[src/rtl/mdu_pkg.sv]
package mdu_pkg;

  typedef enum logic [2:0] {
    OP_MULS = 3'd0,
    OP_MULU = 3'd1,
    OP_MACS = 3'd2,
    OP_MACU = 3'd3,
    OP_MUL3 = 3'd4,
    OP_DIVS = 3'd5,
    OP_DIVU = 3'd6,
    OP_NONE = 3'd7
  } mdu_op_e;

  typedef enum logic [1:0] {
    WB_HILO = 2'd0,
    WB_ACC  = 2'd1,
    WB_GPR  = 2'd2
  } wb_kind_e;

endpackage

[src/rtl/mdu_opclass.sv]
module mdu_opclass
  import mdu_pkg::*;
#(
  parameter int XLEN         = 32,
  parameter int LAT_NARROW   = 3,
  parameter int LAT_WIDE     = 4,
  parameter int REP_NARROW   = 2,
  parameter int REP_WIDE     = 3,
  parameter int STALL_NARROW = 1,
  parameter int STALL_WIDE   = 2,
  parameter int DIV_CYCLES   = 36,
  parameter int LW           = 3,
  parameter int CW           = 6
) (
  input  mdu_op_e               op,
  input  logic [XLEN-1:0]       a,
  input  logic [XLEN-1:0]       b,
  output logic                  is_mul,
  output logic                  is_div,
  output logic                  sgn,
  output logic [LW-1:0]         lat,
  output logic [CW-1:0]         rep,
  output logic [CW-1:0]         stl,
  output wb_kind_e              kind,
  output logic [2*XLEN-1:0]     prod
);

  localparam int HALF = XLEN / 2;

  function automatic logic fits_half(input logic [XLEN-1:0] v, input logic s);
    logic [XLEN-HALF:0] upper;
    upper = v[XLEN-1:HALF-1];
    if (s) return (&upper) || (~|upper);
    return ~|v[XLEN-1:HALF];
  endfunction

  function automatic logic [2*XLEN-1:0] full_product(input logic [XLEN-1:0] x,
                                                     input logic [XLEN-1:0] y,
                                                     input logic s);
    logic [2*XLEN-1:0] ex, ey;
    ex = s ? {{XLEN{x[XLEN-1]}}, x} : {{XLEN{1'b0}}, x};
    ey = s ? {{XLEN{y[XLEN-1]}}, y} : {{XLEN{1'b0}}, y};
    return ex * ey;
  endfunction

  logic narrow;

  always_comb begin
    is_div = (op == OP_DIVS) || (op == OP_DIVU);
    is_mul = op inside {OP_MULS, OP_MULU, OP_MACS, OP_MACU, OP_MUL3};
    sgn    = op inside {OP_MULS, OP_MACS, OP_MUL3, OP_DIVS};
    narrow = fits_half(a, sgn) && fits_half(b, sgn);
    kind   = WB_HILO;
    if (op == OP_MACS || op == OP_MACU) kind = WB_ACC;
    if (op == OP_MUL3) kind = WB_GPR;
    lat    = narrow ? LW'(LAT_NARROW) : LW'(LAT_WIDE);
    if (is_div)      rep = CW'(DIV_CYCLES);
    else if (narrow) rep = CW'(REP_NARROW);
    else             rep = CW'(REP_WIDE);
    if (op == OP_MUL3) stl = narrow ? CW'(STALL_NARROW) : CW'(STALL_WIDE);
    else               stl = '0;
    prod   = full_product(a, b, sgn);
  end

endmodule

[src/rtl/mdu_mulpipe.sv]
module mdu_mulpipe
  import mdu_pkg::*;
#(
  parameter int XLEN  = 32,
  parameter int DEPTH = 4,
  parameter int LW    = 3
) (
  input  logic                  clk,
  input  logic                  rst_n,
  input  logic                  push,
  input  logic [LW-1:0]         push_lat,
  input  wb_kind_e              push_kind,
  input  logic [2*XLEN-1:0]     push_prod,
  output logic                  pop_valid,
  output wb_kind_e              pop_kind,
  output logic [2*XLEN-1:0]     pop_prod,
  output logic                  any_valid
);

  typedef struct packed {
    logic              v;
    wb_kind_e          k;
    logic [2*XLEN-1:0] p;
  } slot_t;

  slot_t slot [DEPTH];
  slot_t shifted [DEPTH];

  // each slot moves one place toward the head per cycle
  for (genvar i = 0; i < DEPTH; i++) begin : g_shift
    if (i < DEPTH - 1) begin : g_mid
      assign shifted[i] = slot[i+1];
    end else begin : g_tail
      assign shifted[i] = '0;
    end
  end

  always_ff @(posedge clk) begin
    if (!rst_n) begin
      for (int i = 0; i < DEPTH; i++) slot[i] <= '0;
    end else begin
      for (int i = 0; i < DEPTH; i++) begin
        if (push && push_lat == LW'(i + 1)) begin
          slot[i] <= '{v: 1'b1, k: push_kind, p: push_prod};
        end else begin
          slot[i] <= shifted[i];
        end
      end
    end
  end

  always_comb begin
    any_valid = 1'b0;
    for (int i = 0; i < DEPTH; i++) any_valid = any_valid | slot[i].v;
  end

  assign pop_valid = slot[0].v;
  assign pop_kind  = slot[0].k;
  assign pop_prod  = slot[0].p;

endmodule

[src/rtl/mdu_divseq.sv]
module mdu_divseq #(
  parameter int XLEN       = 32,
  parameter int DIV_CYCLES = 36,
  parameter int CW         = 6
) (
  input  logic            clk,
  input  logic            rst_n,
  input  logic            go,
  input  logic            sgn,
  input  logic [XLEN-1:0] dividend,
  input  logic [XLEN-1:0] divisor,
  output logic            active,
  output logic            done,
  output logic [XLEN-1:0] quo,
  output logic [XLEN-1:0] rem
);

  localparam int STEP_FLOOR = DIV_CYCLES - XLEN;

  logic [CW-1:0]   cnt;
  logic            neg_q, neg_r, by_zero;
  logic [XLEN-1:0] dvd_raw, dvs_mag, q_sh, r_acc;
  logic [XLEN:0]   trial;
  logic            stepping;

  function automatic logic [XLEN-1:0] magnitude(input logic [XLEN-1:0] v, input logic s);
    return (s && v[XLEN-1]) ? (~v + 1'b1) : v;
  endfunction

  assign stepping = active && (cnt >= CW'(STEP_FLOOR));
  assign trial    = {r_acc, q_sh[XLEN-1]} - {1'b0, dvs_mag};
  assign done     = active && (cnt == '0);

  always_ff @(posedge clk) begin
    if (!rst_n) begin
      active  <= 1'b0;
      cnt     <= '0;
      neg_q   <= 1'b0;
      neg_r   <= 1'b0;
      by_zero <= 1'b0;
      dvd_raw <= '0;
      dvs_mag <= '0;
      q_sh    <= '0;
      r_acc   <= '0;
    end else if (go) begin
      active  <= 1'b1;
      cnt     <= CW'(DIV_CYCLES - 1);
      neg_q   <= sgn && (dividend[XLEN-1] ^ divisor[XLEN-1]);
      neg_r   <= sgn && dividend[XLEN-1];
      by_zero <= (divisor == '0);
      dvd_raw <= dividend;
      dvs_mag <= magnitude(divisor, sgn);
      q_sh    <= magnitude(dividend, sgn);
      r_acc   <= '0;
    end else if (active) begin
      cnt <= cnt - 1'b1;
      if (done) active <= 1'b0;
      if (stepping) begin
        if (!trial[XLEN]) begin
          r_acc <= trial[XLEN-1:0];
          q_sh  <= {q_sh[XLEN-2:0], 1'b1};
        end else begin
          r_acc <= {r_acc[XLEN-2:0], q_sh[XLEN-1]};
          q_sh  <= {q_sh[XLEN-2:0], 1'b0};
        end
      end
    end
  end

  always_comb begin
    if (by_zero) begin
      quo = '1;
      rem = dvd_raw;
    end else begin
      quo = neg_q ? (~q_sh + 1'b1) : q_sh;
      rem = neg_r ? (~r_acc + 1'b1) : r_acc;
    end
  end

endmodule

[src/rtl/mdu_core.sv]
module mdu_core
  import mdu_pkg::*;
#(
  parameter int XLEN         = 32,
  parameter int LAT_NARROW   = 3,
  parameter int LAT_WIDE     = 4,
  parameter int REP_NARROW   = 2,
  parameter int REP_WIDE     = 3,
  parameter int STALL_NARROW = 1,
  parameter int STALL_WIDE   = 2,
  parameter int DIV_CYCLES   = 36
) (
  input  logic            clk,
  input  logic            rst_n,
  input  logic            start,
  input  logic [2:0]      op,
  input  logic [XLEN-1:0] opa,
  input  logic [XLEN-1:0] opb,
  input  logic            rd_hi,
  input  logic            rd_lo,
  output logic            busy,
  output logic            stall,
  output logic            gpr_valid,
  output logic [XLEN-1:0] gpr_data,
  output logic [XLEN-1:0] rd_data
);

  localparam int CW = $clog2(DIV_CYCLES + 1);
  localparam int LW = $clog2(LAT_WIDE + 1);

  mdu_op_e           op_e;
  logic              is_mul, is_div, sgn;
  logic [LW-1:0]     lat;
  logic [CW-1:0]     rep, stl;
  wb_kind_e          kind;
  logic [2*XLEN-1:0] prod;

  logic [CW-1:0]     rep_cnt, mst_cnt;
  logic [XLEN-1:0]   hi_q, lo_q;

  logic              ev_accept, ev_issue_mul, ev_issue_div, ev_mul3_issue;
  logic              ev_pending, ev_div_done;
  logic              pop_valid, pipe_busy, div_active;
  wb_kind_e          pop_kind;
  logic [2*XLEN-1:0] pop_prod;
  logic [XLEN-1:0]   div_q, div_r;

  assign op_e = mdu_op_e'(op);

  mdu_opclass #(
    .XLEN(XLEN), .LAT_NARROW(LAT_NARROW), .LAT_WIDE(LAT_WIDE),
    .REP_NARROW(REP_NARROW), .REP_WIDE(REP_WIDE),
    .STALL_NARROW(STALL_NARROW), .STALL_WIDE(STALL_WIDE),
    .DIV_CYCLES(DIV_CYCLES), .LW(LW), .CW(CW)
  ) u_class (
    .op(op_e), .a(opa), .b(opb),
    .is_mul(is_mul), .is_div(is_div), .sgn(sgn),
    .lat(lat), .rep(rep), .stl(stl), .kind(kind), .prod(prod)
  );

  assign busy          = (rep_cnt != '0);
  assign ev_accept     = start && !busy && (op_e != OP_NONE);
  assign ev_issue_mul  = ev_accept && is_mul;
  assign ev_issue_div  = ev_accept && is_div;
  assign ev_mul3_issue = ev_accept && (op_e == OP_MUL3);

  mdu_mulpipe #(.XLEN(XLEN), .DEPTH(LAT_WIDE), .LW(LW)) u_pipe (
    .clk(clk), .rst_n(rst_n),
    .push(ev_issue_mul), .push_lat(lat), .push_kind(kind), .push_prod(prod),
    .pop_valid(pop_valid), .pop_kind(pop_kind), .pop_prod(pop_prod),
    .any_valid(pipe_busy)
  );

  mdu_divseq #(.XLEN(XLEN), .DIV_CYCLES(DIV_CYCLES), .CW(CW)) u_div (
    .clk(clk), .rst_n(rst_n),
    .go(ev_issue_div), .sgn(sgn), .dividend(opa), .divisor(opb),
    .active(div_active), .done(ev_div_done), .quo(div_q), .rem(div_r)
  );

  assign ev_pending = pipe_busy || div_active;

  always_ff @(posedge clk) begin
    if (!rst_n) begin
      rep_cnt <= '0;
      mst_cnt <= '0;
    end else begin
      if (ev_accept)          rep_cnt <= rep - CW'(1);
      else if (rep_cnt != '0) rep_cnt <= rep_cnt - CW'(1);
      if (ev_mul3_issue)      mst_cnt <= stl;
      else if (mst_cnt != '0) mst_cnt <= mst_cnt - CW'(1);
    end
  end

  always_ff @(posedge clk) begin
    if (!rst_n) begin
      hi_q      <= '0;
      lo_q      <= '0;
      gpr_data  <= '0;
      gpr_valid <= 1'b0;
    end else begin
      gpr_valid <= 1'b0;
      if (pop_valid) begin
        case (pop_kind)
          WB_HILO: {hi_q, lo_q} <= pop_prod;
          WB_ACC:  {hi_q, lo_q} <= {hi_q, lo_q} + pop_prod;
          WB_GPR: begin
            gpr_data  <= pop_prod[XLEN-1:0];
            gpr_valid <= 1'b1;
          end
          default: ;
        endcase
      end
      if (ev_div_done) begin
        hi_q <= div_r;
        lo_q <= div_q;
      end
    end
  end

  assign stall   = (start && busy) || ((rd_hi || rd_lo) && ev_pending) || (mst_cnt != '0);
  assign rd_data = rd_hi ? hi_q : (rd_lo ? lo_q : '0);

endmodule

[config.mk]
export PLATFORM = sky130hd
export DESIGN_NAME = mdu_core
export DESIGN_NICKNAME = d
export VERILOG_FILES = /design/src/rtl/mdu_pkg.sv /design/src/rtl/mdu_opclass.sv /design/src/rtl/mdu_mulpipe.sv /design/src/rtl/mdu_divseq.sv /design/src/rtl/mdu_core.sv
export SDC_FILE = /design/constraint.sdc
export NUM_CORES = 2
export LEC_CHECK = 0
export ABC_AREA = 1
export BUFFER_PORTS_ARGS = -buffer_cell sky130_fd_sc_hd__buf_2
export CORE_UTILIZATION = 40
export DETAILED_ROUTE_END_ITERATION = 12
export HOLD_SLACK_MARGIN = 0.02
export SYNTH_ARGS = -nofsm -noshare
export SYNTH_HDL_FRONTEND = slang
export SYNTH_SLANG_ARGS = --single-unit
[constraint.sdc]
create_clock -name clk -period 9.8 [get_ports clk]
set_input_delay 0.98 -clock clk [delete_from_list [all_inputs] [get_ports clk]]
set_output_delay 0.98 -clock clk [all_outputs]
set_load 0.005 [all_outputs]
==> run metrics <==
status complete, no violations; Setup violations, final 0; Slew @ Worst Pin 1.18 ns; clk_skew around 0.036 ns; CTS Buf Count 56; critical path type in -> reg; first-pass GRT wire length between 400000 and 500000 um; sequential share of the synthesized area 0.138; fillcell total around 20000; nature of the critical path endpoint flip-flop; final RePlAce weighted congestion between 1 and 1.5; layout overhead on the synthesized area 12.6%; Seq cells post-synth 515; nets roughly 13000; synthesized area per cell approximately 7.5 um2; cts repair resizes 0; Critical Path AT 9.79 ns; RSZ-0062 raised after global routing no; FFs w/ async S/R, synth 0; number of flops mapped to enable cells by yosys 67; wire length per cell approximately 23 um; total number of vias 70405; DR DRC count 0; Fmax between 0.1 and 0.15 GHz; initial antenna violation count 16; CTS root buf clkbuf_16; Worst Path Required between 10 and 15 ns; layout cells sized above 1 0.0884; Buffers on Ports roughly 140; mapped cell area 79500 um2; later-pin clock latency in the skew report between 0.6 and 0.7 ns; ranking of synthesized cells by area fa_1 (36%), inv_1 (13%), nand2_1 (12%); CTS tree yes; Core ar. 197000 um2; fin crit period about 9.4 ns; top cell type's share of synthesized area 0.359; final hold slack a little under 0.4 ns; largest net degree at the start of global routing 91; Main synth FF type dfxtp_1; final wirelength about 320000 um; Initial Utilization 0.403; critical path peak fanout 15; GRT Util Overall 0.329; DR iter-0 viols 6730; vias in the first global route 73083; CTS Buffer Depth 3; clock sinks ~500; Worst Hold Class reg -> reg; setup bufs post-CTS 0; Critical-path top delay cell fa_1; post-synth top area cell fa_1; H-tree levels 2; Largest stage delay, worst path around 0.60 ns; cells after synthesis ~11000; Final ANT Viol Nets 0; Die Y approximately 450 um; clk slew on worst S/H paths roughly 0.060 ns; Netlist cell types between 50 and 60; relative slew slack 0.210; Die ar. 200000 um2; Setup crit start kind input pin; total gr overflow 0; Yosys Warn Count 0; dpl hpwl between 200000 and 300000 um; Via density between 5 and 6; max-slew violations 0; final worst-path cycle share 0.961; final hold viol count 0; num ports ~140; cts hold-fix bufs 0; First-pass DRT Iterations 8; Die X 448 um; Finished Layout Cells between 10000 and 15000; max_cap viols 0; Rows between 150 and 200; cell repeated most along the worst path fa_1; setup_tns 0 ns; Placed Cells ~14000
-- cells in the final DEF (no fill, tap or decap), types with 8 or more instances in the layout --
master	count
dfxtp_1	448
nand3b_1	19
or2_2	23
ha_1	411
o21a_1	9
a211oi_1	12
clkbuf_8	13
o211ai_1	30
xor2_1	81
o21ai_1	68
o22ai_1	30
nor3_2	8
o21ai_0	370
nor4_1	22
clkbuf_16	57
xnor2_1	63
buf_2	137
nor2_1	739
buf_4	588
nand4_1	52
conb_1	67
inv_1	2790
a21o_1	14
clkinv_2	12
o221ai_1	21
inv_2	34
o21bai_1	35
a21boi_0	12
nor3_1	58
a21oi_1	476
fa_1	1423
nand2_1	2449
edfxtp_1	67
nand3_1	337
nor2_2	8
nor2_4	9
a31oi_1	21
buf_12	59
-- critical path: cells and delay by family --
family / cells / cell delay, ns
fa+ha+maj: 11 / 5.16
compound gates: 4 / 1.37
xor+xnor: 1 / 0.27
buf+inv: 9 / 1.38
simple gates: 5 / 0.61
-- final timing paths --
path	start	to	slack [ns]	cells past startpoint
max reg2reg	rep_cnt[3]$_SDFFE_PN0P_	u_pipe.slot[2][42]$_DFF_P_	6.02	9
min reg2reg	u_pipe.slot[2][49]$_DFF_P_	u_pipe.slot[1][49]$_DFF_P_	0.39	2
min	u_pipe.slot[2][49]$_DFF_P_	u_pipe.slot[1][49]$_DFF_P_	0.39	2
max	opa[15]	u_pipe.slot[3][35]$_SDFFCE_PP0P_	0.38	30
-- synth_stat cells, types with 14 or more instances --
cell	number
inv_1	2792
nand2_1	2450
fa_1	1424
nor2_1	740
a21oi_1	476
dfxtp_1	448
ha_1	411
o21ai_0	370
nand3_1	338
clkbuf_1	271
buf_1	82
xor2_1	81
o21ai_1	68
edfxtp_1	67
buf_2	65
xnor2_1	63
nor3_1	59
nand4_1	52
o21bai_1	35
inv_2	33
o211ai_1	30
o22ai_1	30
or2_2	23
nor4_1	22
a31oi_1	21
o221ai_1	21
nand3b_1	19
a21o_1	14
-- state kept, by name, summed over array words and instances (netlist names), 32 cells and up --
register,flops
lo_q,32
u_div.r_acc,32
hi_q,32
u_div.dvd_raw,32
u_pipe.slot,268
u_div.q_sh,32
u_div.dvs_mag,32
gpr_data,32
-- stage by stage --
stage               setup WS (ns)  utilization  instance area (um2)
CTS                         0.455        0.453                89500
global placement           -0.130        0.444                87600
floorplan                  0.0134            -                79700
global route                0.159        0.453                89500
detailed placement         -0.199        0.444                87600
finish                      0.379        0.453                89500
-- kinds of logic (layout without fill, tap and decap cells) --
group                      after synthesis  after routing  synth area share
other                                    1             74         0.0000472
DFF                                    515            515             0.138
buffers and inverters                 3259           3718             0.156
AOI/OAI and AO/OA                     1125           1125            0.0775
xor gates and xnor gates               144            144            0.0159
adders and majority gates             1835           1835             0.423
and+or+nand+nor                       3742           3742             0.189
-- per-layer routing --
| metal | up-vias | global-route usage | wire [um] |
|---|---|---|---|
| met1 | 34819 | 0.432 | 132000 |
| met2 | 2885 | 0.524 | 146000 |
| met3 | 579 | 0.0619 | 27700 |
| li1 | 32116 | - | - |
| met5 | - | 0 | 41 |
| met4 | 6 | 0.150 | 17700 |
-- cell type report --
class / instances / area [um2] / share of cell area
Timing Repair Buffer: 785 / 6290 / 0.0704
Sequential cell: 515 / 11000 / 0.123
Tap cell: 2640 / 3300 / 0.0369
Multi-Input combinational cell: 6913 / 56400 / 0.630
Clock inverter: 30 / 265 / 0.00296
Clock buffer: 76 / 1620 / 0.0181
Inverter: 2827 / 10600 / 0.119
Antenna cell: 7 / 17.5 / 0.000196
Power is not shown: default switching activity piles up to over one toggle a cycle in this logic, so the estimate is an artifact.
